--- src/rtl/sect_tlb_pkg.sv ---
package sect_tlb_pkg;
    typedef enum logic [0:0] {
        ST_LOOKUP = 1'b0,
        ST_WALK   = 1'b1
    } tlb_state_e;

    localparam logic [1:0] SECTION_CODE = 2'b10;
endpackage

--- src/rtl/tlb_rr_ptr.sv ---
module tlb_rr_ptr #(
    parameter int ENTRIES = 8,
    localparam int IDX_W = (ENTRIES > 1) ? $clog2(ENTRIES) : 1
) (
    input  logic             clk,
    input  logic             rst_n,
    input  logic             clear,
    input  logic             advance,
    output logic [IDX_W-1:0] ptr
);
    localparam logic [IDX_W-1:0] LAST = IDX_W'(ENTRIES - 1);

    always_ff @(posedge clk) begin
        if (!rst_n || clear) begin
            ptr <= '0;
        end else if (advance) begin
            ptr <= (ptr == LAST) ? '0 : ptr + 1'b1;
        end
    end
endmodule

--- src/rtl/tlb_store.sv ---
module tlb_store #(
    parameter int ENTRIES = 8,
    parameter int TAG_W   = 12,
    parameter int DESC_W  = 32,
    localparam int IDX_W = (ENTRIES > 1) ? $clog2(ENTRIES) : 1
) (
    input  logic              clk,
    input  logic              rst_n,
    input  logic [TAG_W-1:0]  lk_tag,
    output logic              lk_hit,
    output logic [DESC_W-1:0] lk_desc,
    input  logic              fill_en,
    input  logic [TAG_W-1:0]  fill_tag,
    input  logic [DESC_W-1:0] fill_desc,
    input  logic              inv_all,
    input  logic              inv_one,
    input  logic [TAG_W-1:0]  inv_tag
);
    logic [ENTRIES-1:0] valid_q;
    logic [TAG_W-1:0]   tag_q  [ENTRIES];
    logic [DESC_W-1:0]  desc_q [ENTRIES];
    logic [ENTRIES-1:0] hit_vec;
    logic [ENTRIES-1:0] kill_vec;
    logic [IDX_W-1:0]   ptr;
    logic               do_fill;

    // invalidate beats fill
    assign do_fill = fill_en && !inv_all && !(inv_one && (inv_tag == fill_tag));

    tlb_rr_ptr #(.ENTRIES(ENTRIES)) u_ptr (
        .clk     (clk),
        .rst_n   (rst_n),
        .clear   (inv_all),
        .advance (do_fill),
        .ptr     (ptr)
    );

    for (genvar g = 0; g < ENTRIES; g++) begin : g_match
        assign hit_vec[g]  = valid_q[g] && (tag_q[g] == lk_tag);
        assign kill_vec[g] = inv_one && valid_q[g] && (tag_q[g] == inv_tag);
    end

    assign lk_hit = |hit_vec;

    always_comb begin
        lk_desc = '0;
        for (int i = 0; i < ENTRIES; i++) begin
            if (hit_vec[i]) lk_desc = lk_desc | desc_q[i];
        end
    end

    always_ff @(posedge clk) begin
        for (int i = 0; i < ENTRIES; i++) begin
            if (!rst_n || inv_all) begin
                valid_q[i] <= 1'b0;
            end else if (do_fill && (ptr == IDX_W'(i))) begin
                valid_q[i] <= 1'b1;
                tag_q[i]   <= fill_tag;
                desc_q[i]  <= fill_desc;
            end else if (kill_vec[i]) begin
                valid_q[i] <= 1'b0;
            end
        end
    end
endmodule

--- src/rtl/tlb_ctrl.sv ---
module tlb_ctrl
    import sect_tlb_pkg::*;
(
    input  logic clk,
    input  logic rst_n,
    input  logic req_valid,
    input  logic lk_hit,
    input  logic walk_ack,
    output logic capture,
    output logic req_ready,
    output logic rsp_valid,
    output logic rsp_hit,
    output logic walk_req,
    output logic walk_done
);
    tlb_state_e state_q, state_d;

    always_ff @(posedge clk) begin
        if (!rst_n) state_q <= ST_LOOKUP;
        else        state_q <= state_d;
    end

    always_comb begin
        state_d   = state_q;
        capture   = 1'b0;
        req_ready = 1'b0;
        rsp_valid = 1'b0;
        rsp_hit   = 1'b0;
        walk_req  = 1'b0;
        walk_done = 1'b0;
        unique case (state_q)
            ST_LOOKUP: begin
                if (req_valid && lk_hit) begin
                    req_ready = 1'b1;
                    rsp_valid = 1'b1;
                    rsp_hit   = 1'b1;
                end else if (req_valid) begin
                    capture = 1'b1;
                    state_d = ST_WALK;
                end
            end
            ST_WALK: begin
                walk_req = 1'b1;
                if (walk_ack) begin
                    req_ready = 1'b1;
                    rsp_valid = 1'b1;
                    walk_done = 1'b1;
                    state_d   = ST_LOOKUP;
                end
            end
            default: state_d = ST_LOOKUP;
        endcase
    end
endmodule

--- src/rtl/sect_tlb.sv ---
module sect_tlb #(
    parameter int ADDR_W  = 32,
    parameter int TAG_W   = 12,
    parameter int DESC_W  = 32,
    parameter int ENTRIES = 8
) (
    input  logic              clk,
    input  logic              rst_n,
    input  logic              req_valid,
    input  logic [ADDR_W-1:0] req_mva,
    output logic              req_ready,
    output logic              rsp_valid,
    output logic              rsp_hit,
    output logic [DESC_W-1:0] rsp_desc,
    output logic              walk_req,
    output logic [TAG_W-1:0]  walk_idx,
    input  logic              walk_ack,
    input  logic [DESC_W-1:0] walk_desc,
    input  logic              inv_all,
    input  logic              inv_one,
    input  logic [ADDR_W-1:0] inv_mva
);
    import sect_tlb_pkg::*;

    logic              lk_hit;
    logic [DESC_W-1:0] lk_desc;
    logic              capture;
    logic              walk_done;
    logic              fill_en;
    logic [TAG_W-1:0]  tag_q;

    always_ff @(posedge clk) begin
        if (!rst_n)       tag_q <= '0;
        else if (capture) tag_q <= req_mva[ADDR_W-1 -: TAG_W];
    end

    assign walk_idx = tag_q;
    assign fill_en  = walk_done && (walk_desc[1:0] == SECTION_CODE);
    assign rsp_desc = walk_done ? walk_desc : lk_desc;

    tlb_ctrl u_ctrl (
        .clk       (clk),
        .rst_n     (rst_n),
        .req_valid (req_valid),
        .lk_hit    (lk_hit),
        .walk_ack  (walk_ack),
        .capture   (capture),
        .req_ready (req_ready),
        .rsp_valid (rsp_valid),
        .rsp_hit   (rsp_hit),
        .walk_req  (walk_req),
        .walk_done (walk_done)
    );

    tlb_store #(
        .ENTRIES (ENTRIES),
        .TAG_W   (TAG_W),
        .DESC_W  (DESC_W)
    ) u_store (
        .clk       (clk),
        .rst_n     (rst_n),
        .lk_tag    (req_mva[ADDR_W-1 -: TAG_W]),
        .lk_hit    (lk_hit),
        .lk_desc   (lk_desc),
        .fill_en   (fill_en),
        .fill_tag  (tag_q),
        .fill_desc (walk_desc),
        .inv_all   (inv_all),
        .inv_one   (inv_one),
        .inv_tag   (inv_mva[ADDR_W-1 -: TAG_W])
    );
endmodule

--- config.mk ---
export PLATFORM = sky130hd
export DESIGN_NAME = sect_tlb
export DESIGN_NICKNAME = d
export VERILOG_FILES = /design/src/rtl/sect_tlb_pkg.sv /design/src/rtl/tlb_rr_ptr.sv /design/src/rtl/tlb_store.sv /design/src/rtl/tlb_ctrl.sv /design/src/rtl/sect_tlb.sv
export SDC_FILE = /design/constraint.sdc
export NUM_CORES = 1
export LEC_CHECK = 0
export ABC_AREA = 1
export BUFFER_PORTS_ARGS = -buffer_cell sky130_fd_sc_hd__buf_2
export CORE_MARGIN = 3
export CORE_UTILIZATION = 40
export CTS_CLUSTER_SIZE = 12
export DETAILED_ROUTE_END_ITERATION = 10
export PLACE_DENSITY = 0.57
export SLEW_MARGIN = 40
export SYNTH_ARGS = -nofsm -noshare
export SYNTH_HDL_FRONTEND = slang
export SYNTH_SLANG_ARGS = --single-unit
--- constraint.sdc ---
create_clock -name clk -period 3.7 [get_ports clk]
set_input_delay 0.74 -clock clk [delete_from_list [all_inputs] [get_ports clk]]
set_output_delay 0.74 -clock clk [all_outputs]
set_load 0.02 [all_outputs]
# After elaboration in Yosys (flattened, before gate mapping)
# Memories as Yosys holds them, arrays and structs flattened.
# Index checks and enable logic that the tools add are counted.
# W data, S select, Z words.
word_totals:
  register_bits: 24
  ramBits: 352
  out_inout_bits: 48
  wordCells: 215
  mem_count: 2
mem_list:
  columns: ["name", "depth", "width", "read_ports", "rd_clocked_by_memory_dff", "wr", "line_no", "text"]
  rows:
  - ["u_store.desc_q", 8, 32, 8, 0, 1, "tlb_store.sv:21", "logic [DESC_W-1:0] desc_q [ENTRIES];"]
  - ["u_store.tag_q", 8, 12, 8, 0, 1, "tlb_store.sv:20", "logic [TAG_W-1:0] tag_q [ENTRIES];"]
classes:
  addsub: 1
  eq_ne: 25
  n_mux: 103
  bitwise_logic: 8
  reduce_logical: 65
op_table:
  columns: ["operator", "n"]
  rows:
  - ["$mux W32", 16]
  - ["$or A32 B32 Y32", 7]
  - ["$reduce_or A32 Y1", 7]
  - ["$eq A12 B12 Y1", 17]
  - ["$mux W12", 7]
  - ["$reduce_or A12 Y1", 7]
  - ["$mux W1", 63]
  - ["$mux W3", 15]
  - ["$logic_and A1 B1 Y1", 37]
  - ["$reduce_bool A2 Y1", 8]
  - ["$eq A3 B3 Y1 const B", 4]
  - ["$reduce_or A8 Y1", 1]
  - ["$eq A3 B2 Y1 const B", 2]
  - ["$pmux W1 S2", 2]
  - ["$add A3 B1 Y3 const B", 1]
  - ["$eq A3 B1 Y1 const B", 1]
  - ["$logic_not A1 Y1", 3]
  - ["$logic_not A3 Y1", 1]
  - ["$eq A2 B2 Y1 const B", 1]
  - ["$logic_or A1 B1 Y1", 1]
  - ["$not A1 Y1", 1]

# Longest topological paths before layout
# Gate-level depths: netlist (run 1).
depth:
  depth_word: 18
  depth_mapped: 17
  mapped_depth_nobuf: 14

# Modules after synthesis
# A second synthesis (run 1) with hierarchy kept.
unflattened:
  hier_cells: 1845
  area_unflattened_um2: 17913.4
modules_own_cells:
  columns: ["module", "instances", "cells_per_inst", "area_each_um2"]
  rows:
  - ["tlb_store", 1, 1632, 16792.4]
  - ["sect_tlb", 1, 179, 885.8]
  - ["tlb_rr_ptr", 1, 19, 142.6]
  - ["tlb_ctrl", 1, 15, 92.6]

# Least setup slack after synthesis (run 1)
# No wires, ideal clock.
synth_path:
  path_type: "input port to flip-flop"
  start: "in walk_ack"
  end: "mem u_store.desc_q[0][0] (enable)"
  setup_ps: 398
  arrival_ps: 2638
  slack_ps: 664
  stages: 7
  cell_sequence: "nand2_1 > or2_2 > nor3_1 > nand2_1 > nor2_1 > nand2_1 > inv_1"
synth_via:
  elab_chain_len: 17
synth_rtl:
  columns: ["element", "line_no", "text"]
  rows:
  - ["from (decl)", "sect_tlb.sv:17", "input logic walk_ack,"]
  - ["$mux W1 *", "tlb_ctrl.sv:44", "if (walk_ack) begin"]
  - ["$mux W1 *", "tlb_ctrl.sv:31", "unique case (state_q)"]
  - ["$logic_and A1 B1 Y1 *", "sect_tlb.sv:38", "assign fill_en = walk_done && (walk_desc[1:0] == SECTION_CODE);"]
  - ["$logic_and A1 B1 Y1 * (2 in series)", "tlb_store.sv:28", "assign do_fill = fill_en && !inv_all && !(inv_one && (inv_tag == fill_tag));"]
  - ["$logic_and A1 B1 Y1", "tlb_store.sv:56", "end else if (do_fill && (ptr == IDX_W'(i))) begin"]
  - ["$mux W1", "tlb_store.sv:56", null]
  - ["$mux W1", "tlb_store.sv:54", "if (!rst_n || inv_all) begin"]
  - ["$mux W1 (not written as such)", "tlb_store.sv:59", "desc_q[i] <= fill_desc;"]
  - ["$reduce_or A32 Y1 (no source line)", null, null]
  - ["$mux W3 (no source line) / $mux W1 (equally long branches) (7 in series)", null, null]
  - ["to (decl)", "tlb_store.sv:21", null]
# Every way passes the cells marked *; elsewhere a longest branch is shown, timed or not.

# Worst setup path in the final report (run 1)
layout_path:
  start: "in req_mva[24]"
  end: "out rsp_desc[12]"
layout_via:
  elab_chain_len: 18
layout_rtl:
  columns: ["element", "line_no", "text"]
  rows:
  - ["from (decl)", "sect_tlb.sv:10", "input logic [ADDR_W-1:0] req_mva,"]
  - ["$eq A12 B12 Y1", "tlb_store.sv:39", "assign hit_vec[g] = valid_q[g] && (tag_q[g] == lk_tag);"]
  - ["$logic_and A1 B1 Y1", "tlb_store.sv:39", null]
  - ["$mux W32", "tlb_store.sv:48", "if (hit_vec[i]) lk_desc = lk_desc | desc_q[i];"]
  - ["$or A32 B32 Y32", "tlb_store.sv:48", null]
  - ["$mux W32", "tlb_store.sv:48", null]
  - ["$or A32 B32 Y32", "tlb_store.sv:48", null]
  - ["$mux W32", "tlb_store.sv:48", null]
  - ["$or A32 B32 Y32", "tlb_store.sv:48", null]
  - ["[... 2 more ...]", null, null]
  - ["$mux W32", "tlb_store.sv:48", null]
  - ["$or A32 B32 Y32", "tlb_store.sv:48", null]
  - ["$mux W32", "tlb_store.sv:48", null]
  - ["$or A32 B32 Y32", "tlb_store.sv:48", null]
  - ["$mux W32", "tlb_store.sv:48", null]
  - ["$or A32 B32 Y32", "tlb_store.sv:48", null]
  - ["$mux W32 *", "tlb_store.sv:48", null]
  - ["$mux W32 *", "sect_tlb.sv:39", "assign rsp_desc = walk_done ? walk_desc : lk_desc;"]
  - ["to (decl)", "sect_tlb.sv:14", "output logic [DESC_W-1:0] rsp_desc,"]
# Marked as above.

==> results of run 1 <==
==> sequential cells by signal (all words and copies together), names as in the netlist <==
register and cells:
u_store.desc_q 256, u_store.tag_q 96, walk_idx 12, u_store.valid_q 8, u_store.u_ptr.ptr 3, u_ctrl.state_q 1
==> power groups by stage <==
stage                     Clock (uW)  Combinational, uW  Sequential, uW
final                           3820                702            4680
after global routing            4040                745            4680
after CTS                       3890                693            4680
after global placement             0                687            4770
after floorplan                    0                331            4790
after detailed placement           0                690            4770
==> routing by layer <==
layer  vias up  wire length, um
li1       6873                -
met1      6965            26000
met2       596            28900
met3       153             4290
met4         2             2580
met5         -                9
==> final timing paths <==
check / endpoint / slack [ps] / cells past startpoint
max: rsp_desc[12] / 230 / 14
min: u_ctrl.state_q / 480 / 4
max reg2reg: u_store.tag_q[1][47] / 1030 / 8
min reg2reg: u_store.valid_q[1] / 500 / 2
==> Yosys cell counts, drive strengths merged, types with 13 or more instances <==
library cell / instances
nand2: 569
o22ai: 28
edfxtp: 352
inv: 218
nand4: 29
or2: 22
nand3: 252
xnor2: 37
clkbuf: 13
buf: 54
o21ai: 20
nor2: 217
a21oi: 22
dfxtp: 24
==> critical path, stage by stage <==
cell     delay (ps)
buf_2           190
inv_2           270
nor2_1           70
nor2_1           90
nand3_1          70
nor2_1          130
nand2_1         220
inv_2           190
buf_12          160
nand2_1          60
nand3_1          80
nor2_1           40
a21oi_1         190
buf_2           210
==> cell families (layout without fill, tap and decap cells) <==
logic type	after synthesis	count (layout)
buf+inv	286	504
xor+xnor	49	49
fa+ha+maj	6	6
simple gates	1127	1127
compound gates	96	96
flops	376	376
==> stage by stage <==
stage | utilization [%] | std cells | cell area [um^2] | power (uW)
after floorplan | - | 1940 | 18500 | 5120
after global placement | 45.1 | 2688 | 20500 | 5460
after detailed placement | 45.1 | 2688 | 20500 | 5460
after CTS | 47.9 | 2758 | 21800 | 9260
after global routing | 47.9 | 2758 | 21800 | 9470
final | 47.9 | 2758 | 21800 | 9200
==> cell type report <==
cell class / count / area, um^2 / share of cell area, %
inverter: 219 / 837 / 3.85
multi-input combinational: 1278 / 6180 / 28.4
timing repair buffer: 215 / 1720 / 7.89
clock inverter: 20 / 149 / 0.684
clock buffer: 50 / 1080 / 4.97
sequential: 376 / 11100 / 50.8
tap: 600 / 751 / 3.45
==> out/summary.txt, run 1 <==
Pre-antenna DRT Iters: 6
Largest family of logic cells by synthesized area: simple AND/OR/NAND/NOR gates
Drt total wl: 61.8 mm
CTS Buf Count: 41
Post-Syn Area: 18500 um^2
Commonest non-fill, non-tap cell in the layout: nand2_1
Critical Path Sink Type: output port
Net Count, Synth: 2048
WHS: 485 ps
ANT nets after route: 0
Post-synthesis mux area share: 0%
Max-slew violation count: 0
Reg2reg start: u_ctrl.state_q
Setup TNS: 0 ps
CTS Hold Buffers Added: 0
Routed len/inst: 22.4 um
Buffers on Ports: 109
Post-route setup slack: 226 ps
Clock share of power: 41.5%
CP Max Fanout: 11
Post-synth top area cell: edfxtp_1
Leakage dissipation: 0.00914 uW
Hold Path Origin: walk_ack
GR Layer Usage met2: 40.5%
Netlist cell types: 47
Remaining Overflow, GRT: 0
Ys async rst share: 0%
Synth Area in Compound Gates: 3.28%
Area contributors post-synth: edfxtp_1, nand2_1, nand3_1
Share of cells above drive strength 1: 17.8%
Die width: 221 um
Worst Setup Start Kind: primary input
Sw Pwr: 2120 uW
Clock sink count: 376
Placement Setup Slack: 281 ps
Fillers: 4392
Met1 GRT Util: 32.7%
Adder-cell share of the synthesized area: 0.406%
Post-synth top flop: edfxtp_1
Global routing usage on met3: 3.81%
Status: completed
Global placer's final weighted congestion: 0.988
GR peak layer: met2
Num ports: 150
# diodes: 0
Syn Inst Count: 1940
Gate power share: 7.6%
Final setup vio count: 0
Avg Inst Size Synth: 9.52 um^2
WP data required: 2960 ps
Cts repair resizes: 0
Vias per inst: 5.29
Crit path from: req_mva[24]
Switching Fraction: 23.1%
Clk slew on worst S/H paths: 60 ps
Residual DRC: 0
Fin crit share: 93.9%
Internal: 7080 uW
Die height: 221 um
Vias post-DR: 14.6k
Clock root cell: clkbuf_16
PwrDens: 423 nW/um^2
Initial antenna violation count: 1
1st-iter DRT viols: 1287
Setup Skew: 12.4 ps
Clk buf depth: 3
Flops & latches, synth: 376
Final hold violation count: 0
Max Clock Freq: 288 MHz
CTS tree: built
Commonest cells after routing, fill and taps aside: nand2_1, edfxtp_1, nand3_1
Number of enable flip-flop cells after synthesis: 352
Relative slew slack: 48.8%
Critical path type: in2out
Max cap viols: 0
Nets: 2239
Worst-skew pair later-pin latency: 540 ps
First-pass GRT wire length: 90.2 mm
Vias in the first global route: 14.1k
Synth top area share: 57.2%
Post-Synth XOR/XNOR Area: 2.32%
Initial core utilization: 40.6%
H-tree Lvls: 2
Postcts setup bufs: 0
Post-layout minimum cycle time: 3470 ps
Sequential power share: 50.9%
Worst Path Arrival: 2730 ps
Syn-to-layout area delta: 17.8%
Simple-gate portion of the synthesized area: 27.4%
Unrepaired setup endpoints after global routing: no
Worst vdd ir: 0.369 mV
Total core area: 45500 um^2
Worst hold path class: in2reg
Die Area: 48800 um^2
DP HPWL: 41.1 mm
Yosys Warn Count: 0
Largest net degree at the start of global routing: 45
Seq/Total Area, Yosys: 59.8%
Slew @ Worst Pin: 767 ps
# rows: 78
Total GRT Usage: 24.6%
Note: power is estimated with default switching activity, not from simulation.
==> run 2, diff against run 1 <==
--- a/config.mk
+++ b/config.mk
@@ -7,11 +7,13 @@
 export LEC_CHECK = 0
 export ABC_AREA = 1
 export BUFFER_PORTS_ARGS = -buffer_cell sky130_fd_sc_hd__buf_2
+export CAP_MARGIN = 20
 export CORE_MARGIN = 3
 export CORE_UTILIZATION = 40
 export CTS_CLUSTER_SIZE = 12
 export DETAILED_ROUTE_END_ITERATION = 10
 export PLACE_DENSITY = 0.57
+export RECOVER_POWER = 50
 export SLEW_MARGIN = 40
 export SYNTH_ARGS = -nofsm -noshare
 export SYNTH_HDL_FRONTEND = slang
==> run 2 against run 1 <==
Compared with the run above: maximum frequency rose by 0.49%; cell area fell by 0.50%; register-to-register slack got worse by 430 ps; die area did not move; count of clock-buffer cells in the layout did not move; sequential cell count did not move; clock skew fell by 2.5 ps; routed wire length rose by 0.18%; non-clock buffer count did not move; first-iteration DRC count fell by 6.5%; highest routed layer unchanged.
==> out/summary.txt, run 2 (synthesis gave the netlist of run 1 again) <==
Status: completed
CTS Buf Count: 41
Fin crit share: 93.4%
Remaining Overflow, GRT: 0
Initial antenna violation count: 1
Clk slew on worst S/H paths: 60 ps
Cts repair resizes: 0
Worst reg2reg endpoint: u_store.desc_q[0][103]
Critical path cell sequence: buf_2 > inv_4 > buf_4 > nand2_1 > nand2_1 > nor2_1 > nand2_1 > nor2_4 > buf_12 > nand2_1 > nand2_2 > nor2_4 > nand2_1 > nand2_1 > nand2_1 > buf_2
ANT nets after route: 0
Pre-antenna DRT Iters: 7
Largest register FFs: 256
1st-iter DRT viols: 1203
CTS Hold Buffers Added: 0
Total core area: 45500 um^2
First-pass GRT wire length: 90.2 mm
Nets: 2239
Worst vdd ir: 0.370 mV
Routed len/inst: 22.4 um
Unrepaired setup endpoints after global routing: no
Worst Path Arrival: 2720 ps
Switching Fraction: 23.1%
Max cap viols: 0
Die height: 221 um
Postcts setup bufs: 0
Reg2reg start: walk_idx[4]
Buffers on Ports: 109
Vias in the first global route: 14.1k
Critical path type: in2out
Hold-critical path endpoint: u_ctrl.state_q
Gate power share: 7.5%
PwrDens: 424 nW/um^2
Setup Skew: 9.94 ps
Fillers: 4423
Relative slew slack: 27.2%
Global placer's final weighted congestion: 0.988
Largest net degree at the start of global routing: 45
Vias post-DR: 14.6k
Leakage dissipation: 0.00895 uW
Drt total wl: 61.9 mm
Clock share of power: 41.5%
Residual DRC: 0
Bufs and invs on worst path: 5
CP max stage cell: nor2_4
Share of cells above drive strength 1: 15.1%
Total GRT Usage: 24.6%
Setup TNS: 0 ps
Max stage delay on crit path: 340 ps
Num ports: 150
Most flop-heavy register: u_store.desc_q
Commonest cells after routing, fill and taps aside: nand2_1, edfxtp_1, nand3_1
Die width: 221 um
Commonest non-fill, non-tap cell in the layout: nand2_1
CTS tree: built
Clock sink count: 376
Hold depth: 4
Sequential power share: 51.0%
CP top delay family: simple AND/OR/NAND/NOR gates
Critical Path Sink Type: output port
Hold Path Origin: walk_ack
H-tree Lvls: 2
WP data required: 2960 ps
CP most frequent cell: nand2_1
Final setup vio count: 0
Slew @ Worst Pin: 1090 ps
Reg2Reg Depth: 10
Overall power: 9180 uW
Worst-skew pair later-pin latency: 540 ps
DP HPWL: 41.1 mm
Clock root cell: clkbuf_16
Max-slew violation count: 0
Post-layout minimum cycle time: 3460 ps
Die Area: 48800 um^2
# diodes: 0
Max Clock Freq: 289 MHz
Vias per inst: 5.30
Clk buf depth: 3
CP Max Fanout: 33
Final hold violation count: 0
Sw Pwr: 2120 uW
Initial core utilization: 40.6%
# rows: 78
R2r setup slk: 600 ps
Internal: 7060 uW
Worst hold path class: in2reg
Syn-to-layout area delta: 17.2%
Worst Setup Start Kind: primary input
==> run 2: cell count changes in the layout (fill, tap and decap cells not counted), sizes merged <==
cell / change
buf: -59
clkbuf: +59
==> run 2: layout make-up <==
cell class	count	area [um^2]	area share (%)
inverters	219	837	3.87
flip-flops and latches	376	11100	51.0
repair buffers	215	1610	7.42
clock buffers	50	1080	4.99
clock inverters	20	149	0.688
multi-input cells	1278	6180	28.5
well taps	600	751	3.47
==> run 2: tightest hold or removal path, cell delays in order <==
cell,delay [ps]
buf_2,90
inv_1,40
nand2_1,50
a21oi_1,60
==> run 2: worst max path at each step <==
stage	startpoint	end	slack, ps	depth (start not counted)
final	req_mva[27]	req_ready	240	16
after global routing	req_mva[24]	rsp_desc[12]	80	14
after CTS	req_mva[24]	rsp_desc[5]	280	14
after detailed placement	req_mva[24]	rsp_desc[5]	280	14
after global placement	req_mva[24]	rsp_desc[12]	250	14
after floorplan	walk_ack	u_store.desc_q[0][0]	660	7
==> run 2: power groups by stage <==
stage          combinational, uW  clock, uW  sequential, uW
6_report                     685       3820            4680
5_1_grt                      729       4040            4680
4_1_cts                      693       3890            4680
3_5_place_dp                 690          0            4770
3_3_place_gp                 687          0            4770
2_1_floorplan                331          0            4790
==> run 2: per-stage QoR <==
step,utilization (%),setup slack [ps],cell area (um^2),hold WS [ps],cells
floorplan,-,664,18500,447,1940
global placement,45.1,247,20500,487,2688
detailed placement,45.1,281,20500,485,2688
CTS,47.9,277,21800,457,2758
global route,47.6,78.1,21700,495,2758
finish,47.6,243,21700,482,2758
==> run 2: layer usage <==
layer / vias up / GRT usage, % / wire [um]
li1: 6869 / - / -
met1: 6975 / 32.7 / 26100
met2: 614 / 40.5 / 28700
met3: 170 / 3.81 / 4260
met4: 2 / 10.1 / 2760
met5: - / 0 / 9
